`src/rtl/cke_mon_pkg.sv`:
```
package cke_mon_pkg;

    typedef enum logic [3:0] {
        ST_IDLE     = 4'd0,
        ST_ACTIVE   = 4'd1,
        ST_READ     = 4'd2,
        ST_WRITE    = 4'd3,
        ST_PRECHG   = 4'd4,
        ST_REFRESH  = 4'd5,
        ST_ACT_PD   = 4'd6,
        ST_PRE_PD   = 4'd7,
        ST_SELF_REF = 4'd8
    } pstate_e;

    typedef enum logic [2:0] {
        ERR_NONE  = 3'd0,
        ERR_ENTRY = 3'd1,
        ERR_EXIT  = 3'd2,
        ERR_SREF  = 3'd3,
        ERR_HOLD  = 3'd4,
        ERR_XS    = 3'd5,
        ERR_XSDLL = 3'd6,
        ERR_MODE  = 3'd7
    } perr_e;

    typedef enum logic [3:0] {
        C_DES   = 4'd0,
        C_NOP   = 4'd1,
        C_ACT   = 4'd2,
        C_RD    = 4'd3,
        C_WR    = 4'd4,
        C_PRE   = 4'd5,
        C_REF   = 4'd6,
        C_MRS   = 4'd7,
        C_OTHER = 4'd8
    } pcmd_e;

endpackage

```
`src/rtl/cke_cmd_decode.sv`:
```
module cke_cmd_decode
    import cke_mon_pkg::*;
(
    input  logic  cs_n,
    input  logic  ras_n,
    input  logic  cas_n,
    input  logic  we_n,
    output pcmd_e cmd,
    output logic  quiet
);

    always_comb begin
        if (cs_n) begin
            cmd = C_DES;
        end else begin
            unique case ({ras_n, cas_n, we_n})
                3'b111:  cmd = C_NOP;
                3'b011:  cmd = C_ACT;
                3'b101:  cmd = C_RD;
                3'b100:  cmd = C_WR;
                3'b010:  cmd = C_PRE;
                3'b001:  cmd = C_REF;
                3'b000:  cmd = C_MRS;
                default: cmd = C_OTHER;
            endcase
        end
    end

    assign quiet = (cmd == C_DES) || (cmd == C_NOP);

endmodule

```
`src/rtl/cke_hold_guard.sv`:
```
module cke_hold_guard #(
    parameter int TCKEMIN = 3
) (
    input  logic clk,
    input  logic rst_n,
    input  logic cke,
    output logic cke_q,
    output logic hold_viol
);

    localparam int RW = $clog2(TCKEMIN + 1);
    localparam logic [RW-1:0] RUN_SAT = RW'(TCKEMIN);

    logic [RW-1:0] run_q;
    logic          change;

    assign change    = (cke != cke_q);
    assign hold_viol = change && (run_q < RUN_SAT);

    always_ff @(posedge clk) begin
        if (!rst_n) begin
            cke_q <= 1'b1;
            run_q <= RUN_SAT;
        end else begin
            cke_q <= cke;
            if (change)
                run_q <= RW'(1);
            else if (run_q < RUN_SAT)
                run_q <= run_q + RW'(1);
        end
    end

    // a freshly changed level has been seen on exactly one edge
    AST_RUN_RESTART: assert property (@(posedge clk) disable iff (!rst_n)
        (cke != cke_q) |=> (run_q == RW'(1)));

endmodule

```
`src/rtl/cke_exit_timers.sv`:
```
module cke_exit_timers #(
    parameter int TXS      = 5,
    parameter int TXSDLL   = 512,
    parameter int MOD_WAIT = 12
) (
    input  logic clk,
    input  logic rst_n,
    input  logic sr_exit,
    input  logic mrs_seen,
    output logic xs_busy,
    output logic dll_busy,
    output logic mode_busy
);

    localparam int XW = $clog2(TXS + 1);
    localparam int DW = $clog2(TXSDLL + 1);
    localparam int MW = $clog2(MOD_WAIT + 1);
    localparam logic [MW-1:0] AGE_SAT = MW'(MOD_WAIT);

    logic [XW-1:0] xs_cnt;
    logic [DW-1:0] dll_cnt;
    logic [MW-1:0] mode_age;

    assign xs_busy   = (xs_cnt != '0);
    assign dll_busy  = (dll_cnt != '0);
    assign mode_busy = (mode_age < AGE_SAT);

    always_ff @(posedge clk) begin
        if (!rst_n) begin
            xs_cnt   <= '0;
            dll_cnt  <= '0;
            mode_age <= AGE_SAT;
        end else begin
            if (sr_exit)
                xs_cnt <= XW'(TXS);
            else if (xs_busy)
                xs_cnt <= xs_cnt - XW'(1);

            if (sr_exit)
                dll_cnt <= DW'(TXSDLL);
            else if (dll_busy)
                dll_cnt <= dll_cnt - DW'(1);

            if (mrs_seen)
                mode_age <= MW'(1);
            else if (mode_busy)
                mode_age <= mode_age + MW'(1);
        end
    end

    generate
        if (TXSDLL >= TXS) begin : g_nest
            AST_DLL_COVERS_XS: assert property (@(posedge clk) disable iff (!rst_n)
                xs_busy |-> dll_busy);
        end
    endgenerate

endmodule

```
`src/rtl/cke_state_fsm.sv`:
```
module cke_state_fsm
    import cke_mon_pkg::*;
#(
    parameter int OP_LAT  = 4,
    parameter int REF_LAT = 8,
    parameter int BANK_W  = 4
) (
    input  logic              clk,
    input  logic              rst_n,
    input  logic              cke,
    input  logic              cke_q,
    input  pcmd_e             cmd,
    input  logic              quiet,
    input  logic [BANK_W-1:0] open_banks,
    input  logic              hold_viol,
    input  logic              mode_busy,
    input  logic              xs_busy,
    input  logic              dll_busy,
    output pstate_e           state,
    output logic              err_valid,
    output perr_e             err_code,
    output logic              sr_exit
);

    localparam int MAXLAT = (OP_LAT > REF_LAT) ? OP_LAT : REF_LAT;
    localparam int OPW    = $clog2(MAXLAT + 1);

    pstate_e        nxt;
    perr_e          code;
    logic [OPW-1:0] op_cnt, op_nxt;
    logic           fall, rise, banks_shut;

    assign fall       = cke_q && !cke;
    assign rise       = !cke_q && cke;
    assign banks_shut = (open_banks == '0);

    always_comb begin
        nxt     = state;
        code    = ERR_NONE;
        op_nxt  = op_cnt;
        sr_exit = 1'b0;
        if (fall) begin
            if (hold_viol)
                code = ERR_HOLD;
            else if (mode_busy)
                code = ERR_MODE;
            else if (cmd == C_REF) begin
                if (state == ST_IDLE) nxt = ST_SELF_REF;
                else                  code = ERR_SREF;
            end else if (!quiet)
                code = ERR_ENTRY;
            else begin
                unique case (state)
                    ST_IDLE, ST_REFRESH:          nxt = ST_PRE_PD;
                    ST_ACTIVE:                    nxt = ST_ACT_PD;
                    ST_READ, ST_WRITE, ST_PRECHG: nxt = banks_shut ? ST_PRE_PD : ST_ACT_PD;
                    default:                      nxt = state;
                endcase
            end
        end else if (rise) begin
            if (hold_viol)
                code = ERR_HOLD;
            else if (!quiet)
                code = ERR_EXIT;
            else begin
                unique case (state)
                    ST_ACT_PD:   nxt = ST_ACTIVE;
                    ST_PRE_PD:   nxt = ST_IDLE;
                    ST_SELF_REF: begin
                        nxt     = ST_IDLE;
                        sr_exit = 1'b1;
                    end
                    default:     nxt = state;
                endcase
            end
        end else if (cke) begin
            if (xs_busy && !quiet)
                code = ERR_XS;
            else if (dll_busy && (cmd == C_RD))
                code = ERR_XSDLL;
            else begin
                unique case (state)
                    ST_IDLE: begin
                        if (cmd == C_ACT) nxt = ST_ACTIVE;
                        else if (cmd == C_REF) begin
                            nxt    = ST_REFRESH;
                            op_nxt = OPW'(REF_LAT);
                        end
                    end
                    ST_ACTIVE, ST_READ, ST_WRITE, ST_PRECHG: begin
                        if (cmd == C_RD) begin
                            nxt    = ST_READ;
                            op_nxt = OPW'(OP_LAT);
                        end else if (cmd == C_WR) begin
                            nxt    = ST_WRITE;
                            op_nxt = OPW'(OP_LAT);
                        end else if (cmd == C_PRE) begin
                            nxt    = ST_PRECHG;
                            op_nxt = OPW'(OP_LAT);
                        end else if (state != ST_ACTIVE) begin
                            if (op_cnt <= OPW'(1))
                                nxt = banks_shut ? ST_IDLE : ST_ACTIVE;
                            else
                                op_nxt = op_cnt - OPW'(1);
                        end
                    end
                    ST_REFRESH: begin
                        if (op_cnt <= OPW'(1)) nxt = ST_IDLE;
                        else                   op_nxt = op_cnt - OPW'(1);
                    end
                    default: nxt = state;
                endcase
            end
        end
    end

    // state register
    always_ff @(posedge clk) begin
        if (!rst_n) begin
            state  <= ST_IDLE;
            op_cnt <= '0;
        end else begin
            state  <= nxt;
            op_cnt <= op_nxt;
        end
    end

    // output register
    always_ff @(posedge clk) begin
        if (!rst_n) begin
            err_valid <= 1'b0;
            err_code  <= ERR_NONE;
        end else begin
            err_valid <= (code != ERR_NONE);
            err_code  <= code;
        end
    end

    AST_LOW_HOLDS: assert property (@(posedge clk) disable iff (!rst_n)
        (!cke_q && !cke) |=> $stable(state));
    AST_ERR_FREEZES: assert property (@(posedge clk) disable iff (!rst_n)
        err_valid |-> (state == $past(state)));
    AST_SR_FROM_IDLE: assert property (@(posedge clk) disable iff (!rst_n)
        ((state == ST_SELF_REF) && ($past(state) != ST_SELF_REF)) |-> ($past(state) == ST_IDLE));

endmodule

```
`src/rtl/cke_pwr_monitor.sv`:
```
module cke_pwr_monitor
    import cke_mon_pkg::*;
#(
    parameter int TCKEMIN = 3,
    parameter int TXS     = 5,
    parameter int TXSDLL  = 512,
    parameter int TMRD    = 4,
    parameter int TMOD    = 12,
    parameter int OP_LAT  = 4,
    parameter int REF_LAT = 8,
    parameter int BANK_W  = 4
) (
    input  logic              clk,
    input  logic              rst_n,
    input  logic              cke,
    input  logic              cs_n,
    input  logic              ras_n,
    input  logic              cas_n,
    input  logic              we_n,
    input  logic [BANK_W-1:0] open_banks,
    output logic [3:0]        state_o,
    output logic              err_valid,
    output logic [2:0]        err_code
);

    localparam int MOD_WAIT = (TMRD > TMOD) ? TMRD : TMOD;

    pcmd_e   cmd;
    logic    quiet, cke_q, hold_viol;
    logic    xs_busy, dll_busy, mode_busy, sr_exit, mrs_seen;
    pstate_e state;
    perr_e   code;

    assign mrs_seen = (cmd == C_MRS) && cke && cke_q;

    cke_cmd_decode u_dec (
        .cs_n(cs_n), .ras_n(ras_n), .cas_n(cas_n), .we_n(we_n),
        .cmd(cmd), .quiet(quiet)
    );

    cke_hold_guard #(.TCKEMIN(TCKEMIN)) u_hold (
        .clk(clk), .rst_n(rst_n), .cke(cke),
        .cke_q(cke_q), .hold_viol(hold_viol)
    );

    cke_exit_timers #(.TXS(TXS), .TXSDLL(TXSDLL), .MOD_WAIT(MOD_WAIT)) u_tmr (
        .clk(clk), .rst_n(rst_n), .sr_exit(sr_exit), .mrs_seen(mrs_seen),
        .xs_busy(xs_busy), .dll_busy(dll_busy), .mode_busy(mode_busy)
    );

    cke_state_fsm #(.OP_LAT(OP_LAT), .REF_LAT(REF_LAT), .BANK_W(BANK_W)) u_fsm (
        .clk(clk), .rst_n(rst_n), .cke(cke), .cke_q(cke_q), .cmd(cmd),
        .quiet(quiet), .open_banks(open_banks), .hold_viol(hold_viol),
        .mode_busy(mode_busy), .xs_busy(xs_busy), .dll_busy(dll_busy),
        .state(state), .err_valid(err_valid), .err_code(code), .sr_exit(sr_exit)
    );

    assign state_o  = state;
    assign err_code = code;

    AST_RISE_NEEDS_IDLE_CMD: assert property (@(posedge clk) disable iff (!rst_n)
        (!cke_q && cke && !quiet) |=> err_valid);

endmodule

```
`config.mk`:
```
export PLATFORM = sky130hd
export DESIGN_NAME = cke_pwr_monitor
export DESIGN_NICKNAME = d
export VERILOG_FILES = /design/src/rtl/cke_mon_pkg.sv /design/src/rtl/cke_cmd_decode.sv /design/src/rtl/cke_hold_guard.sv /design/src/rtl/cke_exit_timers.sv /design/src/rtl/cke_state_fsm.sv /design/src/rtl/cke_pwr_monitor.sv
export SDC_FILE = /design/constraint.sdc
export NUM_CORES = 1
export LEC_CHECK = 0
export ABC_AREA = 1
export BUFFER_PORTS_ARGS = -buffer_cell sky130_fd_sc_hd__buf_4
export CELL_PAD_IN_SITES_DETAIL_PLACEMENT = 0
export CELL_PAD_IN_SITES_GLOBAL_PLACEMENT = 1
export CORE_ASPECT_RATIO = 0.5
export CORE_MARGIN = 5
export CORE_UTILIZATION = 42
export DETAILED_ROUTE_END_ITERATION = 8
export GPL_TIMING_DRIVEN = 0
export PLACE_DENSITY = 0.89
export SYNTH_ARGS = -nofsm -noshare
export SYNTH_HDL_FRONTEND = slang
export SYNTH_HIERARCHICAL = 1
export SYNTH_SLANG_ARGS = --single-unit
```
`constraint.sdc`:
```
create_clock -name clk -period 2.5 [get_ports clk]
set_input_delay 0.5 -clock clk [delete_from_list [all_inputs] [get_ports clk]]
set_output_delay 0.5 -clock clk [all_outputs]
set_load 0.01 [all_outputs]
```
==> metrics.txt <==
crit-path leading delay family simple AND/OR/NAND/NOR gates; Clk Latency, worst-skew pair 0.29 ns; Final Non-Filler Cells 450; slowest cell on the critical path nor4_1; buffer and inverter count on the worst path 2; final worst path period share 85.2%; input/output buffers 18; Slew @ Worst Pin 0.899 ns; share of layout cells above drive strength 1 19.9%; Pre-Repair DR Iteration Count 4; Mapped Area 0.00229 mm^2; max cap viols 0; Vias 2,118; clock power share 21.0%; Synth area leaders dfxtp_1 (28%), nand2_1 (14%), inv_1 (8.7%), nor2_1 (7.0%), ha_1 (6.6%); largest stage delay on the critical path 0.75 ns; status complete, no violations; Max FO, Critical Path 6; Pint 0.00134 W; Fin Clk Skew 0.00812 ns; top sig layer met4; Resized Gates After CTS 0; most used cell, CP nand2_1; first-pass GRT wire length 8.26 mm; Setup Buffers After CTS 0; largest net degree at the start of global routing 12; Total GRT Usage 13.9%; antenna viol nets, final 0; Post-Synthesis Cells 351; Peak Freq 469 MHz; die area 0.00712 mm^2; peak supply drop 0.000481 V; Hold Vio Cnt, Final 0; DR WL met2 2.03 mm; Setup CP Type reg -> reg; Ys Warns 6; Synth top area share 28.0%; Layout Nets 399; Initial Utilization 42.6%; Synth Register Bits 32; CTS Root Cell clkbuf_8; Lkg Pwr 1.37 nW; Synth Flop Type dfxtp_1; GRT Residual Overflow 0; RSZ-0062 raised after global routing false; Synth cell types 30; final WL 4.60 mm; Die Span Y 62.2 um; vias in the first global route 1,991; CP Capture Type flip-flop; Seq pwr share 30.1%; average size of a mapped cell 6.53 um^2; Antenna Cells 0; total CTS buffers 5; Multi-input gate area 0.00141 mm^2; Max Slew Vio Count 0; FF+latch area 641 um^2; CTS tree done; die width 114 um; area grow syn2layout 14.7%; most common cell in the netlist nand2_1; sw frac 42.7%; final setup violation count 0; Hold Buf Count CTS 0; CTS HTree Levels 2; Placed Cells 442; register area share after synthesis 28.0%; Rel. slew slack 39.5%; WP data required 2.68 ns; P_sw 0.00100 W; Syn Nets 374; RePlAce Congestion 0.916; min Tclk post-route 2.13 ns; post-synth top area cell dfxtp_1; CTS sink cnt 32; combinational fraction of design power 48.8%; Reg clk slew, reported paths 0.07 ns; met1 WL 2.37 mm; Worst Path Arrival 2.31 ns; final setup margin 0.370 ns; worst min path class in -> reg; DRC Markers 0; critical path startpoint category flip-flop; Setup TNS Final 0 ns; Clock Path Buffers 2; row cnt 19; dpl hpwl 3.78 mm; crit path cell chain nand2_1, nand2_1, nor2_1, inv_1, nand2_1, nor4_1, nor2_4, inv_1, nor2_1; pre-CTS setup slack 0.0610 ns; met3 WL post-DR 149 um; Ports 19; initial antenna violation count 0; Avg WL per Cell 10.2 um; Commonest cells post-synth nand2_1 (87), inv_1 (53), nor2_1 (43); Layout fillers 550; pwr dens 893 mW/mm^2; Post-synth EDFFs 0; core area 0.00537 mm^2; DRT iter0 DRCs 117; Async SR Flop Fraction 0%; Vias/cell 4.71
-- metal layers --
layer | vias to the layer above | global-route usage [%]
met2 | 30 | 22.6
met5 | - | 0
met4 | 0 | 2.96
met1 | 948 | 18.0
met3 | 6 | 4.66
li1 | 1134 | -
-- sequential cells by signal, summed over array words and instances (netlist names) --
name / count
u_tmr/dll_cnt: 10
u_tmr/xs_cnt: 3
u_fsm/err_code: 3
u_hold/run_q: 2
u_fsm/state: 4
u_fsm/err_valid: 1
u_hold/cke_q: 1
u_fsm/op_cnt: 4
u_tmr/mode_age: 4
-- power by group through the flow --
stage               sequential, W  combinational, W  clock (W)
floorplan                0.000717          0.000911          0
finish                   0.000707           0.00115   0.000493
CTS                      0.000708           0.00116   0.000508
detailed placement       0.000718           0.00115          0
global placement         0.000715           0.00113          0
global route             0.000723           0.00133   0.000534
-- path summary, 6_finish.rpt --
kind	from	end	slack, ns	cells past startpoint
worst min register to register	u_tmr/dll_cnt[0]	u_tmr/dll_cnt[0]	0.50	2
worst max-delay path	u_hold/cke_q	u_tmr/dll_cnt[4]	0.37	9
worst max register to register	u_hold/cke_q	u_tmr/dll_cnt[4]	0.37	9
worst min-delay path	rst_n	u_hold/run_q[1]	0.45	2
-- logic make-up after synthesis --
kind of cell / after synthesis / share of synthesized area (%)
AND/OR/NAND/NOR: 197 / 43.1
buffers and inverters: 64 / 10.6
AO/OA/AOI/OAI: 37 / 8.36
flip-flops: 32 / 28.0
adder cells (fa/ha/maj): 12 / 6.55
XOR/XNOR: 9 / 3.44
-- layout by cell type (no fill, tap or decap), types with 4 or more instances in the layout --
cell	Yosys	layout
nor2_1	43	43
ha_1	12	12
a21oi_1	18	18
o21ai_0	8	8
inv_1	53	53
nor3_1	6	6
nand3_1	19	19
clkbuf_8	0	5
inv_2	9	9
nand2_1	87	87
buf_4	0	18
dfxtp_1	32	32
nand2_4	4	4
nor2_4	7	7
nor2_2	11	11
xor2_1	7	7
nand2_2	8	8
o21ai_1	9	9
-- metrics by stage --
| step | total power [W] | cell area [um^2] | hold slack [ns] | util (%) |
|---|---|---|---|---|
| after global routing | 0.00258 | 2630 | 0.435 | 48.9 |
| final | 0.00235 | 2630 | 0.450 | 48.9 |
| after floorplan | 0.00163 | 2290 | 0.472 | - |
| after detailed placement | 0.00187 | 2520 | 0.498 | 46.9 |
| after global placement | 0.00184 | 2520 | 0.489 | 46.9 |
| after CTS | 0.00237 | 2630 | 0.442 | 48.9 |
-- cell type report --
| type | instances | share of cell area (%) |
|---|---|---|
| multi-input combinational | 255 | 53.5 |
| timing repair buffer | 18 | 5.14 |
| sequential | 32 | 24.4 |
| inverter | 63 | 9.04 |
| clock inverter | 3 | 1.62 |
| buffer | 1 | 0.190 |
| clock buffer | 5 | 2.62 |
| tap | 73 | 3.47 |
Power figures use the tool's default switching activity.
